--- src/rtl/mux_bus_pkg.sv ---
package mux_bus_pkg;
  typedef enum logic [2:0] {
    ST_TI   = 3'd0,
    ST_T1   = 3'd1,
    ST_T2   = 3'd2,
    ST_T3   = 3'd3,
    ST_TW   = 3'd4,
    ST_T4   = 3'd5,
    ST_HOLD = 3'd6
  } bus_state_e;
endpackage

--- src/rtl/bus_ready_sync.sv ---
module bus_ready_sync #(
  parameter int STAGES = 2
) (
  input  logic clk_i,
  input  logic rst_ni,
  input  logic async_i,
  output logic sync_o
);
  logic [STAGES-1:0] chain_q;

  generate
    for (genvar g = 0; g < STAGES; g++) begin : g_stage
      if (g == 0) begin : g_first
        always_ff @(posedge clk_i or negedge rst_ni)
          if (!rst_ni) chain_q[0] <= 1'b0;
          else         chain_q[0] <= async_i;
      end else begin : g_next
        always_ff @(posedge clk_i or negedge rst_ni)
          if (!rst_ni) chain_q[g] <= 1'b0;
          else         chain_q[g] <= chain_q[g-1];
      end
    end
  endgenerate

  assign sync_o = chain_q[STAGES-1];
endmodule

--- src/rtl/bus_tstate_fsm.sv ---
module bus_tstate_fsm
  import mux_bus_pkg::*;
(
  input  logic       clk_i,
  input  logic       rst_ni,
  input  logic       req_valid_i,
  input  logic       hold_i,
  input  logic       rdy_s_i,
  output bus_state_e state_o,
  output logic       accept_o,
  output logic       capture_o
);
  bus_state_e state_q, state_d;

  assign accept_o  = (state_q == ST_TI) && req_valid_i && !hold_i;
  assign capture_o = ((state_q == ST_T3) || (state_q == ST_TW)) && rdy_s_i;

  always_comb begin
    state_d = state_q;
    unique case (state_q)
      ST_TI:   if (hold_i) state_d = ST_HOLD;
               else if (req_valid_i) state_d = ST_T1;
      ST_T1:   state_d = ST_T2;
      ST_T2:   state_d = ST_T3;
      ST_T3,
      ST_TW:   state_d = rdy_s_i ? ST_T4 : ST_TW;
      ST_T4:   state_d = hold_i ? ST_HOLD : ST_TI;
      ST_HOLD: if (!hold_i) state_d = ST_TI;
      default: state_d = ST_TI;
    endcase
  end

  always_ff @(posedge clk_i or negedge rst_ni)
    if (!rst_ni) state_q <= ST_TI;
    else         state_q <= state_d;

  assign state_o = state_q;

  AST_HOLD_BETWEEN_CYCLES: assert property (@(posedge clk_i) disable iff (!rst_ni)
    $rose(state_q == ST_HOLD) |-> ($past(state_q) == ST_TI || $past(state_q) == ST_T4));
  AST_WAIT_NEEDS_LOW_READY: assert property (@(posedge clk_i) disable iff (!rst_ni)
    (state_q == ST_TW) |-> !$past(rdy_s_i));
endmodule

--- src/rtl/bus_pin_drive.sv ---
module bus_pin_drive
  import mux_bus_pkg::*;
#(
  parameter int ADDR_W = 20,
  parameter int DATA_W = 16
) (
  input  logic              clk_i,
  input  logic              rst_ni,
  input  bus_state_e        state_i,
  input  logic              accept_i,
  input  logic              capture_i,
  input  logic [ADDR_W-1:0] req_addr_i,
  input  logic              req_write_i,
  input  logic              req_byte_i,
  input  logic              req_dma_i,
  input  logic [DATA_W-1:0] req_wdata_i,
  input  logic [DATA_W-1:0] ad_i,
  output logic [DATA_W-1:0] ad_o,
  output logic              ad_oe_o,
  output logic [ADDR_W-DATA_W-1:0] as_o,
  output logic              as_oe_o,
  output logic              bhe_n_o,
  output logic              bhe_oe_o,
  output logic [DATA_W-1:0] rdata_o,
  output logic              done_o
);
  localparam int UP_W = ADDR_W - DATA_W;

  logic [ADDR_W-1:0] addr_q;
  logic              write_q, byte_q, dma_q;
  logic [DATA_W-1:0] wdata_q, rdata_q;
  logic              lane_a0, lane_bhe_n, data_phase;

  always_ff @(posedge clk_i or negedge rst_ni)
    if (!rst_ni) begin
      addr_q  <= '0;
      write_q <= 1'b0;
      byte_q  <= 1'b0;
      dma_q   <= 1'b0;
      wdata_q <= '0;
    end else if (accept_i) begin
      addr_q  <= req_addr_i;
      write_q <= req_write_i;
      byte_q  <= req_byte_i;
      dma_q   <= req_dma_i;
      wdata_q <= req_wdata_i;
    end

  always_ff @(posedge clk_i or negedge rst_ni)
    if (!rst_ni)                   rdata_q <= '0;
    else if (capture_i && !write_q) rdata_q <= ad_i;

  // word: both lanes; byte: lane picked by address LSB
  assign lane_a0    = byte_q & addr_q[0];
  assign lane_bhe_n = byte_q & ~addr_q[0];
  assign data_phase = (state_i == ST_T2) || (state_i == ST_T3) ||
                      (state_i == ST_TW) || (state_i == ST_T4);

  always_comb begin
    ad_o     = '0;
    ad_oe_o  = 1'b1;
    as_o     = '0;
    as_oe_o  = 1'b1;
    bhe_n_o  = 1'b1;
    bhe_oe_o = 1'b1;
    if (state_i == ST_T1) begin
      ad_o    = {addr_q[DATA_W-1:1], lane_a0};
      as_o    = addr_q[ADDR_W-1:DATA_W];
      bhe_n_o = lane_bhe_n;
    end else if (data_phase) begin
      ad_o    = write_q ? wdata_q : '0;
      ad_oe_o = write_q;
      as_o    = {dma_q, {(UP_W-1){1'b0}}};
      bhe_n_o = lane_bhe_n;
    end else if (state_i == ST_HOLD) begin
      ad_oe_o  = 1'b0;
      as_oe_o  = 1'b0;
      bhe_oe_o = 1'b0;
    end
  end

  assign rdata_o = rdata_q;
  assign done_o  = (state_i == ST_T4);

  AST_S7_FOLLOWS_BHE: assert property (@(posedge clk_i) disable iff (!rst_ni)
    (state_i == ST_T2) |-> (bhe_n_o == $past(bhe_n_o)));
  AST_DONE_PULSE: assert property (@(posedge clk_i) disable iff (!rst_ni)
    done_o |=> !done_o);
endmodule

--- src/rtl/mux_bus_seq.sv ---
module mux_bus_seq
  import mux_bus_pkg::*;
#(
  parameter int ADDR_W      = 20,
  parameter int DATA_W      = 16,
  parameter int SYNC_STAGES = 2
) (
  input  logic              clk_i,
  input  logic              rst_ni,
  input  logic              req_valid_i,
  input  logic [ADDR_W-1:0] req_addr_i,
  input  logic              req_write_i,
  input  logic              req_byte_i,
  input  logic              req_dma_i,
  input  logic [DATA_W-1:0] req_wdata_i,
  input  logic              ready_i,
  input  logic              hold_i,
  output logic              hlda_o,
  output logic              ale_o,
  output logic              done_o,
  output logic [DATA_W-1:0] rsp_rdata_o,
  input  logic [DATA_W-1:0] ad_i,
  output logic [DATA_W-1:0] ad_o,
  output logic              ad_oe_o,
  output logic [ADDR_W-DATA_W-1:0] as_o,
  output logic              as_oe_o,
  output logic              bhe_n_o,
  output logic              bhe_oe_o
);
  bus_state_e state;
  logic       rdy_s, accept, capture;

  bus_ready_sync #(.STAGES(SYNC_STAGES)) u_sync (
    .clk_i(clk_i), .rst_ni(rst_ni), .async_i(ready_i), .sync_o(rdy_s)
  );

  bus_tstate_fsm u_fsm (
    .clk_i(clk_i), .rst_ni(rst_ni), .req_valid_i(req_valid_i), .hold_i(hold_i),
    .rdy_s_i(rdy_s), .state_o(state), .accept_o(accept), .capture_o(capture)
  );

  bus_pin_drive #(.ADDR_W(ADDR_W), .DATA_W(DATA_W)) u_pins (
    .clk_i(clk_i), .rst_ni(rst_ni), .state_i(state), .accept_i(accept),
    .capture_i(capture), .req_addr_i(req_addr_i), .req_write_i(req_write_i),
    .req_byte_i(req_byte_i), .req_dma_i(req_dma_i), .req_wdata_i(req_wdata_i),
    .ad_i(ad_i), .ad_o(ad_o), .ad_oe_o(ad_oe_o), .as_o(as_o), .as_oe_o(as_oe_o),
    .bhe_n_o(bhe_n_o), .bhe_oe_o(bhe_oe_o), .rdata_o(rsp_rdata_o), .done_o(done_o)
  );

  assign hlda_o = (state == ST_HOLD);
  assign ale_o  = (state == ST_T1);

  AST_ALE_ONE_CYCLE: assert property (@(posedge clk_i) disable iff (!rst_ni)
    ale_o |=> !ale_o);
  AST_HOLD_FLOATS_PINS: assert property (@(posedge clk_i) disable iff (!rst_ni)
    hlda_o |-> (!ad_oe_o && !as_oe_o && !bhe_oe_o));
  AST_REQ_WAITS_HOLD: assert property (@(posedge clk_i) disable iff (!rst_ni)
    (hlda_o && hold_i) |=> !ale_o);
endmodule

--- config.mk ---
export PLATFORM = sky130hd
export DESIGN_NAME = mux_bus_seq
export DESIGN_NICKNAME = d
export VERILOG_FILES = /design/src/rtl/mux_bus_pkg.sv /design/src/rtl/bus_ready_sync.sv /design/src/rtl/bus_tstate_fsm.sv /design/src/rtl/bus_pin_drive.sv /design/src/rtl/mux_bus_seq.sv
export SDC_FILE = /design/constraint.sdc
export NUM_CORES = 1
export LEC_CHECK = 0
export ABC_AREA = 1
export BUFFER_PORTS_ARGS = -buffer_cell sky130_fd_sc_hd__buf_2
export CAP_MARGIN = 20
export CORE_MARGIN = 4
export CORE_UTILIZATION = 45
export CTS_CLUSTER_SIZE = 8
export DETAILED_ROUTE_END_ITERATION = 10
export GPL_ROUTABILITY_DRIVEN = 1
export PLACE_DENSITY = 0.72
export SYNTH_ARGS = -nofsm -noshare
export SYNTH_HDL_FRONTEND = slang
export SYNTH_SLANG_ARGS = --single-unit
--- constraint.sdc ---
create_clock -name clk_i -period 2.35 [get_ports clk_i]
set_clock_uncertainty 0.2 [all_clocks]
set_input_delay 0.235 -clock clk_i [delete_from_list [all_inputs] [get_ports clk_i]]
set_output_delay 0.235 -clock clk_i [all_outputs]
set_load 0.01 [all_outputs]
==> results by group <==
Status
  • Run status: complete, no violations

Placed design
  • Gp weighted congestion: ~0.77
  • IO Port Bufs: just over 100
  • DP HPWL: 4770 um
  • Post-place setup slack: ~0.25 ns
  • Dpl cells: ~510

Hold path
  • Cells on Worst Hold Path: 3
  • Hold Path Class: input port to register

Clock network
  • Clock sinks: 60
  • Clock-pin transition on the worst setup and hold timing paths: 0.06 ns
  • Clk root buf: clkbuf_8
  • H-tree lvl count: 3
  • CTS Buffer Depth: 2
  • Total CTS buffers: 9
  • Clk_lat worst skew: roughly 0.32 ns
  • CTS tree: yes

Drt
  • Initial DRC count: 195
  • Detailed-router iteration count before antenna repair: 4
  • Number of vias per cell: between 4 and 5
  • Routed Antenna Nets: 0
  • Vias after detailed routing: ~2900
  • Routed WL per cell: around 14 um
  • DRC violation count after routing: 0
  • Routed WL: slightly above 8000 um

Global route
  • Overflow after GRT: 0
  • Gr usage total: between 20% and 30%
  • Initial antenna violation count: 0
  • Largest net degree at the start of global routing: slightly below 80
  • First-pass GRT wire length: ~13000 um
  • Vias in the first global route: 2730

Floorplanning
  • Row count: 28
  • Initial Util: 47.1%
  • Die ar.: 0.00764 sq mm
  • Core ar.: around 0.006 sq mm
  • Die X: approximately 87 um
  • Die H: approximately 87 um
  • I/O Pins: between 100 and 150

Setup path
  • Critical Path AT: about 1.8 ns
  • Worst path required time: 1.91 ns
  • Reg2Reg Depth: 7
  • CP delay by family, top: buffers and inverters
  • CP max stage cell: dfrtp_1
  • Worst path depth: 7
  • CP max FO: 16
  • Startpoint types: register
  • Crit-path max cell delay: between 0.4 and 0.5 ns
  • Cell mode on critical path: nand2_1
  • Crit. End Element: output port
  • CP Class: register to output port
  • Cell Chain, Critical Path: ha_4, nand2_1, clkinvlp_4, buf_12, nand2_1, o21ai_1, buf_2
  • R2R setup slack: about 0.54 ns
  • Bufs and invs on worst path: 3

Yosys
  • Syn_nets: 403
  • FF+latch count, synth: 60
  • Sequential area share after synthesis: 52.9%
  • Syn avg cell area: around 8.3 sq um
  • Count of different cell masters after synthesis: 28
  • Share of Yosys cell area claimed by the top area cell type: between 50 and 60%
  • Synth Instances: 342
  • Ys Warns: 0
  • Synth top area cells: dfrtp_1, nand2_1, o21ai_1
  • Cell Area, Synth: approximately 0.0028 sq mm
  • Post-synth top area cell: dfrtp_1

Final layout
  • Layout cells sized above 1: 29.2%
  • Final nets: 561
  • Commonest non-fill, non-tap cell in the layout: nand2_1
  • Most frequent cells in the layout: nand2_1, buf_2, dfrtp_1
  • Area Growth Syn to Fin: 49.3%
  • N_diodes: 0
  • Filler cells: roughly 460
  • Cell Count, Final, Fillers Out: roughly 580

STA
  • Slew Limit Fails: 0
  • Clock period minus worst slack: roughly 2.2 ns
  • Setup ws final: ~0.14 ns
  • Relative slew margins: roughly 46%
  • Max Freq: about 450 MHz
  • Slew @ Worst Pin: 0.803 ns
  • Fin crit share: between 90% and 100%
  • Final setup vio count: 0
  • Setup TNS: 0 ns
  • RSZ-0062 raised after global routing: no
  • Hold Fails Final Rpt: 0

Power and ir drop
  • Worst ir drop on vdd: ~0.73 mV
  • P_leak: ~2.3 nW
  • P per Cell Area: between 1000 and 1500 mW/mm^2

Run
  • Max-Cap Viols: 0
==> per-stage QoR <==
step / hold WS [ns] / total power (W) / instance area [sq um] / util [%]
finish: 0.0842 / 0.00499 / 4230 / 70.3
global placement: 0.134 / 0.00379 / 3420 / 56.7
global route: 0.0962 / 0.00537 / 4230 / 70.3
detailed placement: 0.144 / 0.00385 / 3420 / 56.7
CTS: 0.0580 / 0.00495 / 4220 / 70.0
floorplan: -0.261 / 0.00310 / 2840 / -
==> synthesized netlist by cell type <==
cell type    n
o21ai_0     14
o211ai_1     2
inv_1       43
o21ai_2      5
buf_6        3
nor3_1       1
nand4_2      1
or2_2        1
o21ai_1     33
inv_2        3
buf_4        6
buf_2        1
dfrtp_1     60
a21oi_1      1
nand4_1     18
nand2_1    110
nand3_4      1
ha_1         1
clkinv_1     1
o22ai_1      1
nor2_1       9
a21oi_2      5
nor2_2       1
nand2_2      1
clkbuf_1     9
nor3_4       1
clkbuf_2     1
nand3_1      9
==> area by class of cell <==
type / count / area, sq um / area share (%)
multi-input combinational: 215 / 1060 / 25.1
timing repair buffer: 167 / 1190 / 28.1
sequential: 60 / 1500 / 35.5
inverter: 47 / 180 / 4.26
clock buffer: 15 / 206 / 4.88
tap: 75 / 93.8 / 2.22
==> path summary, 6_finish.rpt <==
| check | start | to |
|---|---|---|
| min | hold_i | u_fsm.state_o[2]$_DFFE_PN0P_ |
| min reg2reg | u_sync.chain_q[0]$_DFF_PN0_ | u_sync.sync_o$_DFF_PN0_ |
| max | u_fsm.state_o[1]$_DFFE_PN0P_ | ad_o[5] |
| min in group asynchronous | rst_ni | u_pins.wdata_q[9]$_DFFE_PN0P_ |
| max reg2reg | u_fsm.state_o[1]$_DFFE_PN0P_ | u_pins.rdata_o[9]$_DFFE_PN0P_ |
| max in group asynchronous | rst_ni | u_pins.wdata_q[11]$_DFFE_PN0P_ |
==> layer usage <==
| metal | wire length (um) | up-vias | track usage, % |
|---|---|---|---|
| met3 | 341 | 26 | 3.50 |
| li1 | - | 1404 | - |
| met1 | 3350 | 1328 | 27.9 |
| met4 | 273 | 0 | 10.5 |
| met2 | 4160 | 93 | 36.7 |
| met5 | 0 | - | 0 |
==> worst register-to-register path: stages (launching register included) <==
cell     delay [ns]
dfrtp_1        0.42
buf_4          0.20
nor2_2         0.20
nand2_1        0.09
nand2_2        0.15
nand3_4        0.22
nand2_1        0.15
nand2_1        0.07
==> what timing repair did <==
item	in CTS	in global routing
pin swaps	0	0
setup buffers	1	0
hold endpoints to repair	90	0
hold buffers	57	0
endpoints found under the setup margin	16	2
gates resized for setup	1	2
==> kinds of logic (layout without fill, tap and decap cells) <==
family                     Yosys count  in the layout  share of synthesized area, %
DFF                                 60             60                          52.9
adders and majority gates            1              1                         0.441
AOI/OAI and AO/OA                   61             61                          12.3
and+or+nand+nor                    153            153                          23.8
buffers and inverters               67            229                          10.5
==> registers in the layout (all words and copies together) (netlist names) <==
name,flops
u_pins.write_q,1
u_pins.byte_q,1
u_pins.dma_q,1
u_pins.addr_q,20
u_pins.rdata_o,16
u_sync.sync_o,1
u_fsm.state_o,3
u_pins.wdata_q,16
u_sync.chain_q,1
==> power by group <==
part / leakage (nW) / internal (W) / switching [W]
logic: 1.43 / 0.000938 / 0.00134
clock network: 0.108 / 0.000551 / 0.000366
registers: 0.732 / 0.00151 / 0.000277
total: 2.26 / 0.00300 / 0.00199
Power figures use the tool's default switching activity.
